$ cat src/rtl/err_sig_pkg.sv
package err_sig_pkg;
  typedef enum logic [1:0] {
    SEV_NONE     = 2'b00,
    SEV_COR      = 2'b01,
    SEV_NONFATAL = 2'b10,
    SEV_FATAL    = 2'b11
  } err_sev_e;

  localparam int DEV_W   = 4;
  localparam int DEV_COR = 0;
  localparam int DEV_NF  = 1;
  localparam int DEV_FAT = 2;
  localparam int DEV_UR  = 3;
endpackage

$ cat src/rtl/err_sticky_bits.sv
module err_sticky_bits #(
  parameter int W = 32
) (
  input  logic         clk,
  input  logic         rst,
  input  logic [W-1:0] set_v,
  input  logic [W-1:0] clr_v,
  output logic [W-1:0] q
);
  for (genvar i = 0; i < W; i++) begin : g_bit
    logic bit_q;
    always_ff @(posedge clk) begin
      if (rst)           bit_q <= 1'b0;
      else if (set_v[i]) bit_q <= 1'b1;
      else if (clr_v[i]) bit_q <= 1'b0;
    end
    assign q[i] = bit_q;
  end
endmodule

$ cat src/rtl/err_classify.sv
module err_classify
  import err_sig_pkg::*;
#(
  parameter int              STAT_W        = 32,
  parameter logic [STAT_W-1:0] COR_SUPPORTED = 'h0000F1C1,
  parameter logic [STAT_W-1:0] UNC_SUPPORTED = 'h03FFF030,
  parameter logic [STAT_W-1:0] UNC_DEF_FATAL = 'h00462030,
  parameter int              UR_POS        = 20,
  parameter int              ADV_POS       = 13
) (
  input  logic [STAT_W-1:0] ev_status,
  input  logic              ev_cor,
  input  logic              ev_adv,
  input  logic [STAT_W-1:0] cfg_cor_mask,
  input  logic [STAT_W-1:0] cfg_unc_mask,
  input  logic [STAT_W-1:0] cfg_unc_sev,
  input  logic              cfg_sev_use_reg,
  input  logic              cfg_serr_en,
  input  logic              cfg_cor_rep_en,
  input  logic              cfg_nf_rep_en,
  input  logic              cfg_fat_rep_en,
  input  logic              cfg_ur_rep_en,
  output logic [STAT_W-1:0] set_cor,
  output logic [STAT_W-1:0] set_unc,
  output logic [DEV_W-1:0]  set_dev,
  output logic              fire_msg,
  output err_sev_e          sev,
  output logic              fire_log,
  output logic [STAT_W-1:0] log_vec
);
  localparam logic [STAT_W-1:0] ONE_VEC = {{(STAT_W-1){1'b0}}, 1'b1};
  localparam logic [STAT_W-1:0] UR_VEC  = ONE_VEC << UR_POS;
  localparam logic [STAT_W-1:0] ADV_VEC = ONE_VEC << ADV_POS;

  logic [STAT_W-1:0] sv;
  logic              single;
  logic              is_ur;
  logic              fatal;
  logic              unc_masked;

  always_comb begin
    sv         = ev_cor ? (ev_status & COR_SUPPORTED) : (ev_status & UNC_SUPPORTED);
    single     = (sv != '0) && ((sv & (sv - ONE_VEC)) == '0);
    is_ur      = !ev_cor && (sv == UR_VEC);
    fatal      = cfg_sev_use_reg ? |(sv & cfg_unc_sev) : |(sv & UNC_DEF_FATAL);
    unc_masked = |(sv & cfg_unc_mask);
    log_vec    = sv;
    set_cor    = '0;
    set_unc    = '0;
    set_dev    = '0;
    fire_msg   = 1'b0;
    fire_log   = 1'b0;
    sev        = SEV_NONE;
    if (single) begin
      if (is_ur) set_dev[DEV_UR] = 1'b1;
      if (ev_cor) begin
        set_dev[DEV_COR] = 1'b1;
        set_cor          = sv;
        if (!(|(sv & cfg_cor_mask)) && cfg_cor_rep_en) begin
          fire_msg = 1'b1;
          sev      = SEV_COR;
        end
      end else if (!fatal && ev_adv) begin
        set_dev[DEV_COR] = 1'b1;
        set_cor          = ADV_VEC;
        set_unc          = sv;
        fire_log         = !unc_masked;
        if (!(|(ADV_VEC & cfg_cor_mask)) && !(is_ur && !cfg_ur_rep_en) && cfg_cor_rep_en) begin
          fire_msg = 1'b1;
          sev      = SEV_COR;
        end
      end else begin
        if (fatal) set_dev[DEV_FAT] = 1'b1;
        else       set_dev[DEV_NF]  = 1'b1;
        set_unc = sv;
        if (!unc_masked) begin
          fire_log = 1'b1;
          if (!(is_ur && !cfg_ur_rep_en && !cfg_serr_en)) begin
            if (fatal && (cfg_serr_en || cfg_fat_rep_en)) begin
              fire_msg = 1'b1;
              sev      = SEV_FATAL;
            end else if (!fatal && (cfg_serr_en || cfg_nf_rep_en)) begin
              fire_msg = 1'b1;
              sev      = SEV_NONFATAL;
            end
          end
        end
      end
    end
  end
endmodule

$ cat src/rtl/err_followup.sv
module err_followup #(
  parameter int SRC_W = 16
) (
  input  logic             clk,
  input  logic             rst,
  input  logic             log_busy,
  input  logic             log_ovf,
  input  logic [SRC_W-1:0] log_src,
  output logic             pend,
  output logic [SRC_W-1:0] pend_src,
  output logic             ready
);
  always_ff @(posedge clk) begin
    if (rst) begin
      pend     <= 1'b0;
      pend_src <= '0;
    end else begin
      pend <= log_busy && log_ovf;
      if (log_busy && log_ovf) pend_src <= log_src;
    end
  end

  assign ready = !log_busy && !pend;
endmodule

$ cat src/rtl/err_signal_unit.sv
module err_signal_unit
  import err_sig_pkg::*;
#(
  parameter int                STAT_W        = 32,
  parameter int                SRC_W         = 16,
  parameter logic [STAT_W-1:0] COR_SUPPORTED = 'h0000F1C1,
  parameter logic [STAT_W-1:0] UNC_SUPPORTED = 'h03FFF030,
  parameter logic [STAT_W-1:0] UNC_DEF_FATAL = 'h00462030,
  parameter int                UR_POS        = 20,
  parameter int                ADV_POS       = 13,
  parameter int                HLO_POS       = 15
) (
  input  logic              clk,
  input  logic              rst,
  input  logic              evt_valid,
  output logic              evt_ready,
  input  logic [STAT_W-1:0] evt_status,
  input  logic              evt_is_cor,
  input  logic              evt_adv_ok,
  input  logic [SRC_W-1:0]  evt_src,
  input  logic [STAT_W-1:0] cfg_cor_mask,
  input  logic [STAT_W-1:0] cfg_unc_mask,
  input  logic [STAT_W-1:0] cfg_unc_sev,
  input  logic              cfg_sev_use_reg,
  input  logic              cfg_serr_en,
  input  logic              cfg_cor_rep_en,
  input  logic              cfg_nf_rep_en,
  input  logic              cfg_fat_rep_en,
  input  logic              cfg_ur_rep_en,
  input  logic [STAT_W-1:0] clr_cor,
  input  logic [STAT_W-1:0] clr_unc,
  input  logic [3:0]        clr_dev,
  output logic              log_req,
  output logic [STAT_W-1:0] log_status,
  output logic [SRC_W-1:0]  log_src,
  input  logic              log_ovf,
  output logic              msg_valid,
  output logic [1:0]        msg_sev,
  output logic [SRC_W-1:0]  msg_src,
  output logic [3:0]        dev_status,
  output logic [STAT_W-1:0] cor_status,
  output logic [STAT_W-1:0] unc_status
);
  localparam logic [STAT_W-1:0] HLO_VEC = {{(STAT_W-1){1'b0}}, 1'b1} << HLO_POS;

  logic              pend;
  logic [SRC_W-1:0]  pend_src;
  logic              ev_go;
  logic [STAT_W-1:0] ev_status;
  logic              ev_cor;
  logic              ev_adv;
  logic [SRC_W-1:0]  ev_src;

  logic [STAT_W-1:0] c_set_cor, c_set_unc, c_log_vec;
  logic [DEV_W-1:0]  c_set_dev;
  logic              c_msg, c_log;
  err_sev_e          c_sev;

  err_followup #(.SRC_W(SRC_W)) u_follow (
    .clk      (clk),
    .rst      (rst),
    .log_busy (log_req),
    .log_ovf  (log_ovf),
    .log_src  (log_src),
    .pend     (pend),
    .pend_src (pend_src),
    .ready    (evt_ready)
  );

  // A pending overflow follow-up takes the slot ahead of new input.
  always_comb begin
    ev_go     = pend || (evt_valid && evt_ready);
    ev_status = pend ? HLO_VEC : evt_status;
    ev_cor    = pend ? 1'b1    : evt_is_cor;
    ev_adv    = pend ? 1'b0    : evt_adv_ok;
    ev_src    = pend ? pend_src : evt_src;
  end

  err_classify #(
    .STAT_W        (STAT_W),
    .COR_SUPPORTED (COR_SUPPORTED),
    .UNC_SUPPORTED (UNC_SUPPORTED),
    .UNC_DEF_FATAL (UNC_DEF_FATAL),
    .UR_POS        (UR_POS),
    .ADV_POS       (ADV_POS)
  ) u_class (
    .ev_status       (ev_status),
    .ev_cor          (ev_cor),
    .ev_adv          (ev_adv),
    .cfg_cor_mask    (cfg_cor_mask),
    .cfg_unc_mask    (cfg_unc_mask),
    .cfg_unc_sev     (cfg_unc_sev),
    .cfg_sev_use_reg (cfg_sev_use_reg),
    .cfg_serr_en     (cfg_serr_en),
    .cfg_cor_rep_en  (cfg_cor_rep_en),
    .cfg_nf_rep_en   (cfg_nf_rep_en),
    .cfg_fat_rep_en  (cfg_fat_rep_en),
    .cfg_ur_rep_en   (cfg_ur_rep_en),
    .set_cor         (c_set_cor),
    .set_unc         (c_set_unc),
    .set_dev         (c_set_dev),
    .fire_msg        (c_msg),
    .sev             (c_sev),
    .fire_log        (c_log),
    .log_vec         (c_log_vec)
  );

  err_sticky_bits #(.W(STAT_W)) u_cor_sts (
    .clk (clk), .rst (rst),
    .set_v (ev_go ? c_set_cor : '0), .clr_v (clr_cor), .q (cor_status)
  );

  err_sticky_bits #(.W(STAT_W)) u_unc_sts (
    .clk (clk), .rst (rst),
    .set_v (ev_go ? c_set_unc : '0), .clr_v (clr_unc), .q (unc_status)
  );

  err_sticky_bits #(.W(DEV_W)) u_dev_sts (
    .clk (clk), .rst (rst),
    .set_v (ev_go ? c_set_dev : '0), .clr_v (clr_dev), .q (dev_status)
  );

  always_ff @(posedge clk) begin
    if (rst) begin
      msg_valid  <= 1'b0;
      msg_sev    <= SEV_NONE;
      msg_src    <= '0;
      log_req    <= 1'b0;
      log_status <= '0;
      log_src    <= '0;
    end else begin
      msg_valid <= ev_go && c_msg;
      msg_sev   <= (ev_go && c_msg) ? c_sev : SEV_NONE;
      if (ev_go && c_msg) msg_src <= ev_src;
      log_req <= ev_go && c_log;
      if (ev_go && c_log) begin
        log_status <= c_log_vec;
        log_src    <= ev_src;
      end
    end
  end
endmodule

$ cat config.mk
export PLATFORM = sky130hd
export DESIGN_NAME = err_signal_unit
export DESIGN_NICKNAME = d
export VERILOG_FILES = /design/src/rtl/err_sig_pkg.sv /design/src/rtl/err_sticky_bits.sv /design/src/rtl/err_classify.sv /design/src/rtl/err_followup.sv /design/src/rtl/err_signal_unit.sv
export SDC_FILE = /design/constraint.sdc
export NUM_CORES = 1
export LEC_CHECK = 0
export BUFFER_PORTS_ARGS = -buffer_cell sky130_fd_sc_hd__buf_2
export CORE_AREA = 2 2 141 143
export CTS_CLUSTER_DIAMETER = 100
export CTS_CLUSTER_SIZE = 28
export DETAILED_ROUTE_END_ITERATION = 8
export DIE_AREA = 0 0 143 145
export PLACE_DENSITY_LB_ADDON = 0.1
export SLEW_MARGIN = 10
export SYNTH_ARGS = -nofsm -noshare
export SYNTH_HDL_FRONTEND = slang
export SYNTH_SLANG_ARGS = --single-unit
$ cat constraint.sdc
create_clock -name clk -period 4.1 [get_ports clk]
set_input_delay 0.615 -clock clk [delete_from_list [all_inputs] [get_ports clk]]
set_output_delay 0.615 -clock clk [all_outputs]
set_load 0.005 [all_outputs]
## Yosys cells after proc, flatten, opt, wreduce, memory -nomap -nowiden

Cells that the tools add are included.

- Reduce and logical (&&, ||, !) cells: 103
- Muxes and demuxes: 179
- Eq/ne operators: 1
- Add/sub/neg operators: 1
- Bitwise gates (word level): 6

Operators with widths:

| cell | count |
|---|---|
| two-way mux 32 bit | 6 |
| two-way mux 1 bit | 159 |
| nonzero test 2 bit | 68 |
| AND 32 bit | 4 |
| OR reduction 32 bit | 3 |
| two-way mux 26 bit | 2 |
| == test 32 x 21 -> 1 bit (second input constant) | 1 |
| logical NOT 32 bit | 1 |
| nonzero test 32 bit | 1 |
| subtractor 32 x 1 -> 32 bit (second input constant) | 1 |
| two-way mux 16 bit | 1 |
| two-way mux 2 bit | 8 |
| logical AND 1 bit | 15 |
| two-way mux 14 bit | 1 |
| logical NOT 1 bit | 10 |
| two-way mux 4 bit | 2 |
| OR reduction 6 bit | 1 |
| logical OR 1 bit | 3 |
| OR reduction 3 bit | 1 |
| NOT 1 bit | 2 |

- Word-level logic and storage cells: 366
- Bits in registers: 153
- Input bits: 224

## Longest topological paths before layout

- Word-level depth: 17
- Mapped depth: 12

## Hierarchy

A second synthesis with hierarchy kept.

- Cell total of the unflattened synthesis: 1065
- Area total of the unflattened synthesis: 8713.4 um^2

Modules (own cells, without submodules):

| module | seq. area each (um^2) | cells each | instances | area an instance (um^2) |
|---|---|---|---|---|
| err_signal_unit | 1361.3 | 401 | 1 | 3363.2 |
| err_sticky_bits at u_cor_sts ... | 640.6 | 163 | 2 | 1395.1 |
| err_classify | 0.0 | 240 | 1 | 1582.8 |
| err_followup | 340.3 | 78 | 1 | 807.0 |
| err_sticky_bits at u_dev_sts | 80.1 | 20 | 1 | 170.2 |

## Least setup slack after synthesis

No wires, ideal clock.

- Path kind: input -> register
- From: input evt_is_cor
- To: register msg_src[10]
- Setup time: 0.091 ns
- Arrival: 2.967 ns
- Path slack: 1.042 ns
- Cell stages on the path: 11
- Cell sequence: buf_2 clkbuf_1 inv_1 a221oi_1 a31oi_1 o21ai_0 mux2_2 o21ai_1 clkbuf_1 a21oi_1 a311oi_1

- Word-level cells in the longest chain between the ends: 15

Ends and longest elaborated chain:

| what | line | RTL |
|---|---|---|
| start, declared | err_signal_unit.sv:18 | `input logic evt_is_cor,` |
| two-way mux 1 bit * | err_signal_unit.sv:74 | `ev_cor = pend ? 1'b1 : evt_is_cor;` |
| parallel branches: the longest is 12 deep, another holds subtractor 32 x 1 -> 32 bit | n/a |  |
| two-way mux 1 bit * | err_classify.sv:54 | `if (single) begin` |
| logical AND 1 bit * | err_signal_unit.sv:134 | `if (ev_go && c_msg) msg_src <= ev_src;` |
| end signal, assigned | err_signal_unit.sv:134 |  |
| end, declared | err_signal_unit.sv:39 | `output logic [SRC_W-1:0] msg_src,` |

Every way passes the cells marked *.
A chain may end at the register's enable or synchronous reset.

## Final worst setup path

- From: register u_follow.pend
- To: register log_status[23]

- Word-level cells in the longest chain between the ends: 11

Ends and longest elaborated chain:

| what | line | RTL |
|---|---|---|
| start, declared | err_followup.sv:9 | `output logic pend,` |
| start signal, assigned | err_followup.sv:18 | `pend <= log_busy && log_ovf;` |
| parallel branches: the longest is 11 deep, another holds subtractor 32 x 1 -> 32 bit | n/a |  |
| end signal, assigned | err_signal_unit.sv:137 | `log_status <= c_log_vec;` |
| end, declared | err_signal_unit.sv:34 | `output logic [STAT_W-1:0] log_status,` |

Parallel ways; which one is timed is not known.

==> out/summary.json <==
{
  "final_common_cell": {"value": "buf_2"},
  "groute.usage.overall": {"value": 18.4, "unit": "%"},
  "cts_repair_resize_count": {"value": 0},
  "worst_hold_slack": {"value": 0.353, "unit": "ns"},
  "placed_cells_incl_taps": {"value": 1067},
  "vias_per_cell": {"value": 4.89},
  "number_of_rows_in_the_core_area": {"value": 51},
  "detail_route.wl_per_cell": {"value": 17.8, "unit": "um"},
  "final_nets": {"value": 1045},
  "clk_latency": {"value": 0.42, "unit": "ns"},
  "clock-sinks": {"value": 117},
  "synth_cells": {"value": 646},
  "yosys_most_used_dff": {"value": "dfxtp_1"},
  "ff2ff_path_depth": {"value": 9},
  "synth-edff-count": {"value": 0},
  "syn_area": {"value": 5660, "unit": "um^2"},
  "rr_endpoint": {"value": "log_status[23]$_SDFFE_PP0P_"},
  "end_kind": {"value": "register"},
  "synthesis.area_per_instance": {"value": 8.77, "unit": "um^2"},
  "detail_route.drc_violations": {"value": 0},
  "post_cts.repair.setup_buffers": {"value": 0},
  "final.setup.tns": {"value": 0, "unit": "ns"},
  "hold_endpoint": {"value": "u_cor_sts.g_bit[5].bit_q$_SDFFE_PP0P_"},
  "final-setup-viol-count": {"value": 0},
  "maxCapViolations": {"value": 0},
  "timing.critical_path.slowest_stage_cell": {"value": "or4_4"},
  "ff2ff_setup_slack": {"value": 0.85, "unit": "ns"},
  "cts_htree_levels": {"value": 4},
  "antenna_found_initial": {"value": 2},
  "async_flop_share": {"value": 0, "unit": "%"},
  "timing.hold.worst_path_depth": {"value": 2},
  "die-width": {"value": 143, "unit": "um"},
  "detail_route.iter0.violations": {"value": 370},
  "placeable_core_region": {"value": 19200, "unit": "um^2"},
  "worstPathRequired": {"value": 4.38, "unit": "ns"},
  "maxSlewHeadroom": {"value": 46.7, "unit": "%"},
  "place.detailed.hpwl": {"value": 14000, "unit": "um"},
  "ys.warnings.count": {"value": 0},
  "static-leakage-power": {"value": 3.12, "unit": "nW"},
  "critPathMaxStageDelay": {"value": 0.56, "unit": "ns"},
  "cp_max_fo": {"value": 52},
  "maximum_number_of_pins_on_one_net_before_global_route_repair": {"value": 63},
  "routed_wirelength": {"value": 19600, "unit": "um"},
  "rr_startpoint": {"value": "u_follow.pend$_SDFF_PP0_"},
  "ys_seq_elements": {"value": 117},
  "hold_buffers": {"value": 0},
  "timing.hold.worst.start": {"value": "clr_cor[5]"},
  "grt_first_pass_wirelength": {"value": 29800, "unit": "um"},
  "setup.worst_path.start_class": {"value": "register"},
  "slew_at_the_pin_closest_to_its_max_slew_limit": {"value": 0.793, "unit": "ns"},
  "cts.root.buffer_cell": {"value": "clkbuf_16"},
  "layoutNonFillerInstCount": {"value": 1100},
  "clock.fmax": {"value": 307, "unit": "MHz"},
  "layout_common_cells": {"value": "buf_2 (239), dfxtp_1 (116), nor2_1 (69), a21oi_1 (52), nand2_1 (50)"},
  "cts_inserted_buffers": {"value": 17},
  "first_global_vias": {"value": 5226},
  "vias": {"value": 5378},
  "detailedPlace.worstSlack": {"value": 0.542, "unit": "ns"},
  "overflow": {"value": 0},
  "final.setup.worst_slack": {"value": 0.847, "unit": "ns"},
  "timing.critical_path.arrival": {"value": 3.53, "unit": "ns"},
  "worst_hold_path_type": {"value": "in2reg"},
  "worst-setup-path-type": {"value": "reg2reg"},
  "rsz_0062_raised_after_global_routing": {"value": "no"},
  "status": {"value": "completed"},
  "die_area": {"value": 20700, "unit": "um^2"},
  "multi_input_area": {"value": 2590, "unit": "um^2"},
  "io-pin-count": {"value": 361},
  "vdd.ir_drop.worst": {"value": 0.254, "unit": "mV"},
  "finalCritPeriodShare": {"value": 79.3, "unit": "%"},
  "route.antenna.remaining_nets": {"value": 0},
  "layout-drive-gt1-share": {"value": 35.0, "unit": "%"},
  "tritoncts_clock_tree": {"value": "yes"},
  "synth.lib_cells_used.distinct": {"value": 55},
  "cts_max_path_buffers": {"value": 2},
  "cts.clk_slew.worst_paths": {"value": 0.06, "unit": "ns"},
  "area.growth.synth_to_final": {"value": 27.2, "unit": "%"},
  "layout.area.seq": {"value": 2340, "unit": "um^2"},
  "worst_clock_skew": {"value": 0.0100, "unit": "ns"},
  "crit_chain": {"value": "or2_1 -> or4_4 -> o41ai_1 -> o211ai_1 -> nor4_4 -> and4_2 -> buf_12 -> mux2i_1 -> nor2_1"},
  "io_buffers": {"value": 240},
  "count_of_fill_cells_added_during_filler_insertion": {"value": 2037},
  "die-height": {"value": 145, "unit": "um"},
  "gp_congestion": {"value": 0.867},
  "powerDensity": {"value": 399, "unit": "nW/um^2"},
  "synth-seq-area-share": {"value": 41.4, "unit": "%"},
  "drt_pre_antenna_iters": {"value": 5},
  "hold_violations": {"value": 0},
  "initial_utilization": {"value": 29.5, "unit": "%"},
  "slew_viol_final": {"value": 0},
  "period_minus_ws_final": {"value": 3.25, "unit": "ns"}
}
==> report_power, final <==
part | leakage, nW | internal [W] | switching, W
logic | 1.88 | 0.0000859 | 0.000137
registers | 0.942 | 0.00114 | 0.000000144
clock network | 0.295 | 0.000934 | 0.000582
==> flip-flops by register name, summed over array words and instances, names as in the netlist <==
name	count
u_dev_sts.g_bit.bit_q	4
u_cor_sts.g_bit.bit_q	20
u_unc_sts.g_bit.bit_q	20
log_src	16
u_follow.pend_src	16
msg_valid	1
log_req	1
msg_sev	2
msg_src	16
u_follow.pend	1
log_status	20
==> Yosys cell counts, drive strengths merged, types with 10 or more instances <==
| cell type | count | area share [%] |
|---|---|---|
| nand2 | 50 | 3.3 |
| buf | 100 | 13 |
| nor2 | 69 | 4.6 |
| a311oi | 17 | 2.7 |
| dfxtp | 117 | 41 |
| a21oi | 52 | 4.6 |
| mux2i | 29 | 5.1 |
| nor3b | 21 | 3.0 |
| inv | 10 | 0.66 |
| nor3 | 11 | 0.97 |
| clkbuf | 27 | 1.8 |
| a22o | 18 | 2.8 |
| a211oi | 17 | 2.3 |
| nor2b | 12 | 1.3 |
==> stage by stage <==
step / area, um^2 / total power [W] / utilization [%]
floorplan: 5800 / 0.00129 / -
global placement: 6610 / 0.00138 / 34.4
detailed placement: 6610 / 0.00138 / 34.4
CTS: 7200 / 0.00292 / 37.5
global route: 7200 / 0.00300 / 37.5
finish: 7200 / 0.00288 / 37.5
==> per-layer routing <==
layer / vias up / share of wire (%) / global-route usage, %
met3: 15 / 8.8 / 6.44
met4: 0 / 0.99 / 4.31
met2: 271 / 43 / 27.5
met1: 2537 / 47 / 25.5
met5: - / 0 / 0
li1: 2555 / - / -
==> how the worst max path moves through the flow <==
stage               depth (start not counted)  slack (ns)                startpoint                           to
detailed placement                         10        0.54             evt_status[6]  log_status[23]$_SDFFE_PP0P_
CTS                                         9        0.84  u_follow.pend$_SDFF_PP0_  log_status[23]$_SDFFE_PP0P_
finish                                      9        0.85  u_follow.pend$_SDFF_PP0_  log_status[23]$_SDFFE_PP0P_
floorplan                                  11        1.04                evt_is_cor     msg_src[10]$_SDFFE_PP0N_
global route                                9        0.65  u_follow.pend$_SDFF_PP0_     log_src[12]$_SDFFE_PP0P_
global placement                           10        0.63            evt_status[15]  log_status[12]$_SDFFE_PP0P_
==> critical path, delay by kind of cell (launching register included) <==
kind	cells	cell delay, ns
compound gates	2	0.55
buf+inv	1	0.28
flops	1	0.43
mux	1	0.24
simple gates	5	1.62
==> cells by family after synthesis <==
logic type               share of synthesized area, %
AO/OA/AOI/OAI                                    20.3
other                                          0.0662
adder cells (fa/ha/maj)                         0.177
flip-flops                                       41.4
AND/OR/NAND/NOR                                  17.5
buffers and inverters                            15.3
multiplexers                                     5.32
==> cell type report <==
| type | count | share of cell area (%) |
|---|---|---|
| Clock inverter | 13 | 2.00 |
| Multi-Input combinational cell | 427 | 36.0 |
| Sequential cell | 117 | 32.5 |
| Antenna cell | 1 | 0.0347 |
| Timing Repair Buffer | 248 | 18.1 |
| Inverter | 10 | 0.521 |
| Tap cell | 265 | 4.60 |
| Clock buffer | 19 | 6.29 |
(Power assumes the default switching activity.)
